### src/rtl/mcc_pkg.sv
package mcc_pkg;

    localparam int OPC_W   = 4;
    localparam int ALUOP_W = 3;
    localparam int PHASE_W = 3;

    typedef enum logic [PHASE_W-1:0] {
        PH_FETCH  = 3'd0,
        PH_DECODE = 3'd1,
        PH_EXEC   = 3'd2,
        PH_MEM    = 3'd3,
        PH_WB     = 3'd4,
        PH_HALT   = 3'd5
    } phase_e;

    typedef enum logic [2:0] {
        IC_LOAD,
        IC_STORE,
        IC_ALU,
        IC_BRANCH,
        IC_HALT,
        IC_NOP
    } iclass_e;

    localparam logic [OPC_W-1:0] OPC_LOAD  = OPC_W'(0);
    localparam logic [OPC_W-1:0] OPC_STORE = OPC_W'(1);
    localparam logic [OPC_W-1:0] OPC_ADD   = OPC_W'(2);
    localparam logic [OPC_W-1:0] OPC_SUB   = OPC_W'(3);
    localparam logic [OPC_W-1:0] OPC_AND   = OPC_W'(4);
    localparam logic [OPC_W-1:0] OPC_OR    = OPC_W'(5);
    localparam logic [OPC_W-1:0] OPC_XOR   = OPC_W'(6);
    localparam logic [OPC_W-1:0] OPC_ADDI  = OPC_W'(7);
    localparam logic [OPC_W-1:0] OPC_BNZ   = OPC_W'(8);
    localparam logic [OPC_W-1:0] OPC_HALT  = {OPC_W{1'b1}};

    localparam logic [ALUOP_W-1:0] ALU_ADD  = ALUOP_W'(0);
    localparam logic [ALUOP_W-1:0] ALU_SUB  = ALUOP_W'(1);
    localparam logic [ALUOP_W-1:0] ALU_AND  = ALUOP_W'(2);
    localparam logic [ALUOP_W-1:0] ALU_OR   = ALUOP_W'(3);
    localparam logic [ALUOP_W-1:0] ALU_XOR  = ALUOP_W'(4);
    localparam logic [ALUOP_W-1:0] ALU_PASS = ALUOP_W'(5);

    typedef struct packed {
        iclass_e              cls;
        logic [ALUOP_W-1:0]   alu_op;
        logic                 alu_src;
    } dec_t;

    typedef struct packed {
        logic [ALUOP_W-1:0]   alu_op;
        logic                 alu_src;
        logic                 reg_we;
        logic                 mem_rd;
        logic                 mem_wr;
        logic                 mem_to_reg;
        logic                 pc_src;
        logic                 pc_we;
        logic                 ir_we;
    } ctl_t;

endpackage

### src/rtl/mcc_decode.sv
module mcc_decode
    import mcc_pkg::*;
(
    input  logic [OPC_W-1:0] opcode_i,
    output dec_t             dec_o
);

    always_comb begin
        dec_o = '{cls: IC_NOP, alu_op: ALU_ADD, alu_src: 1'b0};
        case (opcode_i)
            OPC_LOAD:  dec_o = '{cls: IC_LOAD,   alu_op: ALU_ADD,  alu_src: 1'b1};
            OPC_STORE: dec_o = '{cls: IC_STORE,  alu_op: ALU_ADD,  alu_src: 1'b1};
            OPC_ADD:   dec_o = '{cls: IC_ALU,    alu_op: ALU_ADD,  alu_src: 1'b0};
            OPC_SUB:   dec_o = '{cls: IC_ALU,    alu_op: ALU_SUB,  alu_src: 1'b0};
            OPC_AND:   dec_o = '{cls: IC_ALU,    alu_op: ALU_AND,  alu_src: 1'b0};
            OPC_OR:    dec_o = '{cls: IC_ALU,    alu_op: ALU_OR,   alu_src: 1'b0};
            OPC_XOR:   dec_o = '{cls: IC_ALU,    alu_op: ALU_XOR,  alu_src: 1'b0};
            OPC_ADDI:  dec_o = '{cls: IC_ALU,    alu_op: ALU_ADD,  alu_src: 1'b1};
            OPC_BNZ:   dec_o = '{cls: IC_BRANCH, alu_op: ALU_PASS, alu_src: 1'b0};
            OPC_HALT:  dec_o = '{cls: IC_HALT,   alu_op: ALU_ADD,  alu_src: 1'b0};
            default:   dec_o = '{cls: IC_NOP,    alu_op: ALU_ADD,  alu_src: 1'b0};
        endcase
    end

endmodule

### src/rtl/mcc_seq.sv
module mcc_seq
    import mcc_pkg::*;
(
    input  logic    clk,
    input  logic    rst_n,
    input  iclass_e cls_i,
    output phase_e  phase_o
);

    typedef struct packed {
        phase_e phase;
    } seq_s;

    seq_s s_d, s_q;

    always_comb begin
        s_d = s_q;
        case (s_q.phase)
            PH_FETCH:  s_d.phase = PH_DECODE;
            PH_DECODE: begin
                case (cls_i)
                    IC_HALT: s_d.phase = PH_HALT;
                    IC_NOP:  s_d.phase = PH_FETCH;
                    default: s_d.phase = PH_EXEC;
                endcase
            end
            PH_EXEC: begin
                case (cls_i)
                    IC_LOAD, IC_STORE: s_d.phase = PH_MEM;
                    IC_ALU:            s_d.phase = PH_WB;
                    default:           s_d.phase = PH_FETCH;
                endcase
            end
            PH_MEM:    s_d.phase = (cls_i == IC_LOAD) ? PH_WB : PH_FETCH;
            PH_WB:     s_d.phase = PH_FETCH;
            PH_HALT:   s_d.phase = PH_HALT;
            default:   s_d.phase = PH_FETCH;
        endcase
    end

    always_ff @(posedge clk or negedge rst_n) begin
        if (!rst_n) begin
            s_q <= '{phase: PH_FETCH};
        end else begin
            s_q <= s_d;
        end
    end

    assign phase_o = s_q.phase;

    a_r2_fetch_then_decode: assert property (@(posedge clk) disable iff (!rst_n)
        (s_q.phase == PH_FETCH) |=> (s_q.phase == PH_DECODE));

    a_r7_halt_sticky: assert property (@(posedge clk) disable iff (!rst_n)
        (s_q.phase == PH_HALT) |=> (s_q.phase == PH_HALT));

    a_r5_store_ends_after_mem: assert property (@(posedge clk) disable iff (!rst_n)
        (s_q.phase == PH_MEM && cls_i == IC_STORE) |=> (s_q.phase == PH_FETCH));

endmodule

### src/rtl/mcc_drive.sv
module mcc_drive
    import mcc_pkg::*;
(
    input  phase_e phase_i,
    input  dec_t   dec_i,
    input  logic   zero_i,
    output ctl_t   ctl_o
);

    always_comb begin
        ctl_o = '0;
        case (phase_i)
            PH_FETCH: begin
                ctl_o.mem_rd = 1'b1;
                ctl_o.ir_we  = 1'b1;
                ctl_o.pc_we  = 1'b1;
                ctl_o.pc_src = 1'b0;
            end
            PH_EXEC: begin
                ctl_o.alu_op  = dec_i.alu_op;
                ctl_o.alu_src = dec_i.alu_src;
                if (dec_i.cls == IC_BRANCH && !zero_i) begin
                    ctl_o.pc_src = 1'b1;
                    ctl_o.pc_we  = 1'b1;
                end
            end
            PH_MEM: begin
                ctl_o.mem_rd = (dec_i.cls == IC_LOAD);
                ctl_o.mem_wr = (dec_i.cls == IC_STORE);
            end
            PH_WB: begin
                ctl_o.reg_we     = 1'b1;
                ctl_o.mem_to_reg = (dec_i.cls == IC_LOAD);
            end
            default: ctl_o = '0;
        endcase
    end

endmodule

### src/rtl/mcyc_ctrl.sv
module mcyc_ctrl
    import mcc_pkg::*;
(
    input  logic                clk,
    input  logic                rst_n,
    input  logic [OPC_W-1:0]    opcode_i,
    input  logic                zero_i,
    output logic [ALUOP_W-1:0]  alu_op_o,
    output logic                alu_src_o,
    output logic                reg_we_o,
    output logic                mem_rd_o,
    output logic                mem_wr_o,
    output logic                mem_to_reg_o,
    output logic                pc_src_o,
    output logic                pc_we_o,
    output logic                ir_we_o,
    output logic [PHASE_W-1:0]  phase_o
);

    dec_t   dec;
    phase_e phase;
    ctl_t   ctl;

    mcc_decode u_decode (
        .opcode_i (opcode_i),
        .dec_o    (dec)
    );

    mcc_seq u_seq (
        .clk     (clk),
        .rst_n   (rst_n),
        .cls_i   (dec.cls),
        .phase_o (phase)
    );

    mcc_drive u_drive (
        .phase_i (phase),
        .dec_i   (dec),
        .zero_i  (zero_i),
        .ctl_o   (ctl)
    );

    assign alu_op_o     = ctl.alu_op;
    assign alu_src_o    = ctl.alu_src;
    assign reg_we_o     = ctl.reg_we;
    assign mem_rd_o     = ctl.mem_rd;
    assign mem_wr_o     = ctl.mem_wr;
    assign mem_to_reg_o = ctl.mem_to_reg;
    assign pc_src_o     = ctl.pc_src;
    assign pc_we_o      = ctl.pc_we;
    assign ir_we_o      = ctl.ir_we;
    assign phase_o      = phase;

    a_r9_mem_exclusive: assert property (@(posedge clk) disable iff (!rst_n)
        !(mem_rd_o && mem_wr_o));

    a_r7_halted_quiet: assert property (@(posedge clk) disable iff (!rst_n)
        (phase == PH_HALT) |-> !(reg_we_o || mem_rd_o || mem_wr_o || pc_we_o || ir_we_o));

    a_r6_zero_blocks_branch: assert property (@(posedge clk) disable iff (!rst_n)
        (phase == PH_EXEC && opcode_i == OPC_BNZ && zero_i) |-> !pc_we_o);

    a_r8_decode_quiet: assert property (@(posedge clk) disable iff (!rst_n)
        (phase == PH_DECODE) |-> !(reg_we_o || mem_rd_o || mem_wr_o || pc_we_o || ir_we_o));

    a_r4_load_reaches_wb: assert property (@(posedge clk) disable iff (!rst_n)
        (phase == PH_MEM && opcode_i == OPC_LOAD) |=> (phase == PH_WB && mem_to_reg_o));

endmodule

### config.mk
export PLATFORM = sky130hd
export DESIGN_NAME = mcyc_ctrl
export DESIGN_NICKNAME = d
export VERILOG_FILES = /design/src/rtl/mcc_pkg.sv /design/src/rtl/mcc_decode.sv /design/src/rtl/mcc_seq.sv /design/src/rtl/mcc_drive.sv /design/src/rtl/mcyc_ctrl.sv
export SDC_FILE = /design/constraint.sdc
export NUM_CORES = 1
export LEC_CHECK = 0
export BUFFER_PORTS_ARGS = -buffer_cell sky130_fd_sc_hd__buf_2
export CORE_AREA = 8 8 45 47
export DETAILED_ROUTE_END_ITERATION = 8
export DIE_AREA = 0 0 53 55
export MAX_ROUTING_LAYER = met4
export PLACE_DENSITY = 0.59
export SKIP_CTS_REPAIR_TIMING = 1
export SLEW_MARGIN = 0
export SYNTH_ARGS = -nofsm -noshare
export SYNTH_HDL_FRONTEND = slang
export SYNTH_HIERARCHICAL = 1
export SYNTH_SLANG_ARGS = --single-unit
### constraint.sdc
create_clock -name clk -period 2.34 [get_ports clk]
set_clock_uncertainty 0.2 [all_clocks]
set_input_delay 0 -clock clk [delete_from_list [all_inputs] [get_ports clk]]
set_output_delay 0 -clock clk [all_outputs]
set_load 0.01 [all_outputs]
==> flow_summary.toml <==
[cts]
clk_latency_ns = 0.23
cts_tree = "yes"
clk_pin_slew_ns = 0.03
clock-root-buffer = "clkbuf_4"
numCtsBuffers = 3
cts.sinks = 3
htree_levels = 1
clockBufferDepth = 2

[pwr]
power_frac_comb_pct = 22.4
power.density_mw_per_mm2 = 319
leakagePower_nw = 0.287
ir_worst_vdd_mv = 0.165
power_switching_mw = 0.0483
swShare_pct = 26.5
power.share.clock_pct = 49.0
power.share.sequential_pct = 28.6
p_int_mw = 0.134

[setup_path]
reg2reg_depth = 3
critPathMaxStageDelay_ns = 0.40
cp_common_cell = "buf_2"
r2r_start = "u_seq/phase_o[0]"
slowest_stage = "or3_4"
rrSetupSlack_ns = 0.97
cp-end-kind = "primary output"
critPathRequiredTime_ns = 2.14
cp_max_fo = 8
start_kind = "primary input"
path_buf_inv = 2
rr_endpoint = "u_seq/phase_o[2]"
path_cells = "buf_2, or2_2, a21o_2, or3_4, o31ai_2, buf_2"
worstSetupPathType = "in -> out"
arrival_ns = 1.51
critPathTopFamily = "simple AND/OR/NAND/NOR gates"

[yosys]
synth_edf_count = 0
ys_warn_count = 6
yosysTopAreaCellShare_pct = 18.2
avgSynthCellArea_um2 = 7.22
ys_seq_area_share_pct = 18.2
async_reset_ff_share_pct = 100
synth_nets = 64
synth_top_flop_cell = "dfrtp_1"
syn_inst = 57
ys_types = 30
synth.area.top_cells = "dfrtp_1, and2_1, nor3b_1"
syn_area_um2 = 412
ys_ff_latch = 3
yosys.area.top_type = "dfrtp_1"

[timing]
fmax_mhz = 584
whs_ns = 0.157
worst_pin_slew_ns = 0.562
fin_ws_ns = 0.628
finalHoldViolCount = 0
final-setup-viol-count = 0
post-route-min-period_ns = 1.71
tns_ns = 0
maxSlewHeadroom_pct = 62.2
period_share_pct = 73.2
finalMaxSlewViolations = 0
rsz0062_at_grt = "false"

[die]
die_y_um = 55
start_util_pct = 29.7
die_x_um = 53
die_area_mm2 = 0.00292
rows = 14
ios = 21
core_mm2 = 0.00138

[cells_and_area]
nFillCells = 146
antennaDiodeCount = 0
final_cell_mix = "buf_2, nand2_1, and2_1"
seq_area_um2 = 75.1
final_layout_size_suffix_gt1_share_pct = 35.4
final_common_cell = "buf_2"
multiInputGateArea_um2 = 317
fin_nets = 90
largest_reg_flops = 3
postLayoutCellArea_um2 = 573
syn2layout_area_growth_pct = 39.2

[route]
detail-route-antenna-nets = 0
vias_per_cell = 4.92
drt-total-wl_um = 1120
via_count = 482
drc_errors = 0
wl_per_cell_um = 11.4
first_pass_iters = 3
dr.first_iter.drc_count = 2

[global_routing]
grt_max_degree = 12
antenna_found_initial = 0
grt_usage_pct = 8.13
grt_overflow = 0
grt_pass1_wl_um = 1800
grt_pass1_vias = 465

[placed_design]
post-dp-hpwl_um = 847
portBuffers = 20
pre_cts_ws_ns = 0.625
placed_area_um2 = 527
routabilityCongestion = 0.855

[min_path]
hold_depth = 4
hold_path_end = "u_seq/phase_o[2]"
hold_class = "in -> reg"
hold_start = "opcode_i[3]"

[outcome]
outcome = "finished, final reports clean"

[job]
drv_cap = 0
-- worst min-delay path, cell delays in order --
cell	delay, ns
buf_2	0.14
nand2_1	0.06
o21ai_0	0.21
o21ai_1	0.12
-- cell families after synthesis --
| family | Yosys count | share of synthesized area (%) |
|---|---|---|
| flops | 3 | 18.2 |
| simple gates | 35 | 52.9 |
| buf+inv | 5 | 4.86 |
| xor+xnor | 2 | 4.26 |
| compound gates | 12 | 19.8 |
-- per-layer routing --
metal | vias up | global-route usage [%] | wire length, µm
li1 | 253 | - | -
met3 | 0 | 1.07 | 93
met2 | 13 | 12.9 | 538
met4 | 0 | 5.17 | 0
met5 | - | - | 0
met1 | 216 | 9.48 | 486
-- how the worst max path moves through the flow --
stage                      from  slack (ns)  cells past startpoint  endpoint
finish              opcode_i[1]        0.63                      6  mem_rd_o
global route        opcode_i[1]        0.52                      7  pc_src_o
CTS                 opcode_i[1]        0.62                      6  mem_rd_o
detailed placement  opcode_i[1]        0.62                      6  mem_rd_o
global placement    opcode_i[1]        0.65                      6  mem_rd_o
floorplan           opcode_i[1]        0.89                      4  mem_rd_o
-- synth_stat cells, drive strengths merged (2+ instances only) --
cell type	count
o21ai	2
nor3b	5
nor3	4
a21oi	3
or3	4
nor2b	2
dfrtp	3
a21o	2
xor2	2
nand2	5
nor2	2
inv	4
and2	5
nand3	2
-- metrics by stage --
step / std cells / total power, mW / utilization, %
after floorplan: 57 / 0.0781 / -
after global placement: 92 / 0.0905 / 38.1
after detailed placement: 92 / 0.0911 / 38.1
after CTS: 96 / 0.187 / 40.0
after global routing: 98 / 0.194 / 41.4
final: 98 / 0.183 / 41.4
-- power by group through the flow --
| stage | logic, mW | clock network [mW] | registers (mW) |
|---|---|---|---|
| finish | 0.0409 | 0.0895 | 0.0522 |
| global route | 0.0463 | 0.0958 | 0.0521 |
| CTS | 0.0385 | 0.0959 | 0.0522 |
| detailed placement | 0.0383 | 0 | 0.0528 |
| global placement | 0.0377 | 0 | 0.0528 |
| floorplan | 0.0252 | 0 | 0.0528 |
-- area by class of cell --
cell class | count | share of cell area [%]
Sequential cell | 3 | 13.1
Tap cell | 16 | 3.49
Inverter | 4 | 2.62
Clock buffer | 4 | 4.59
Multi-Input combinational cell | 49 | 55.2
Timing Repair Buffer | 22 | 21.0
Note: power is estimated with default switching activity, not from simulation.
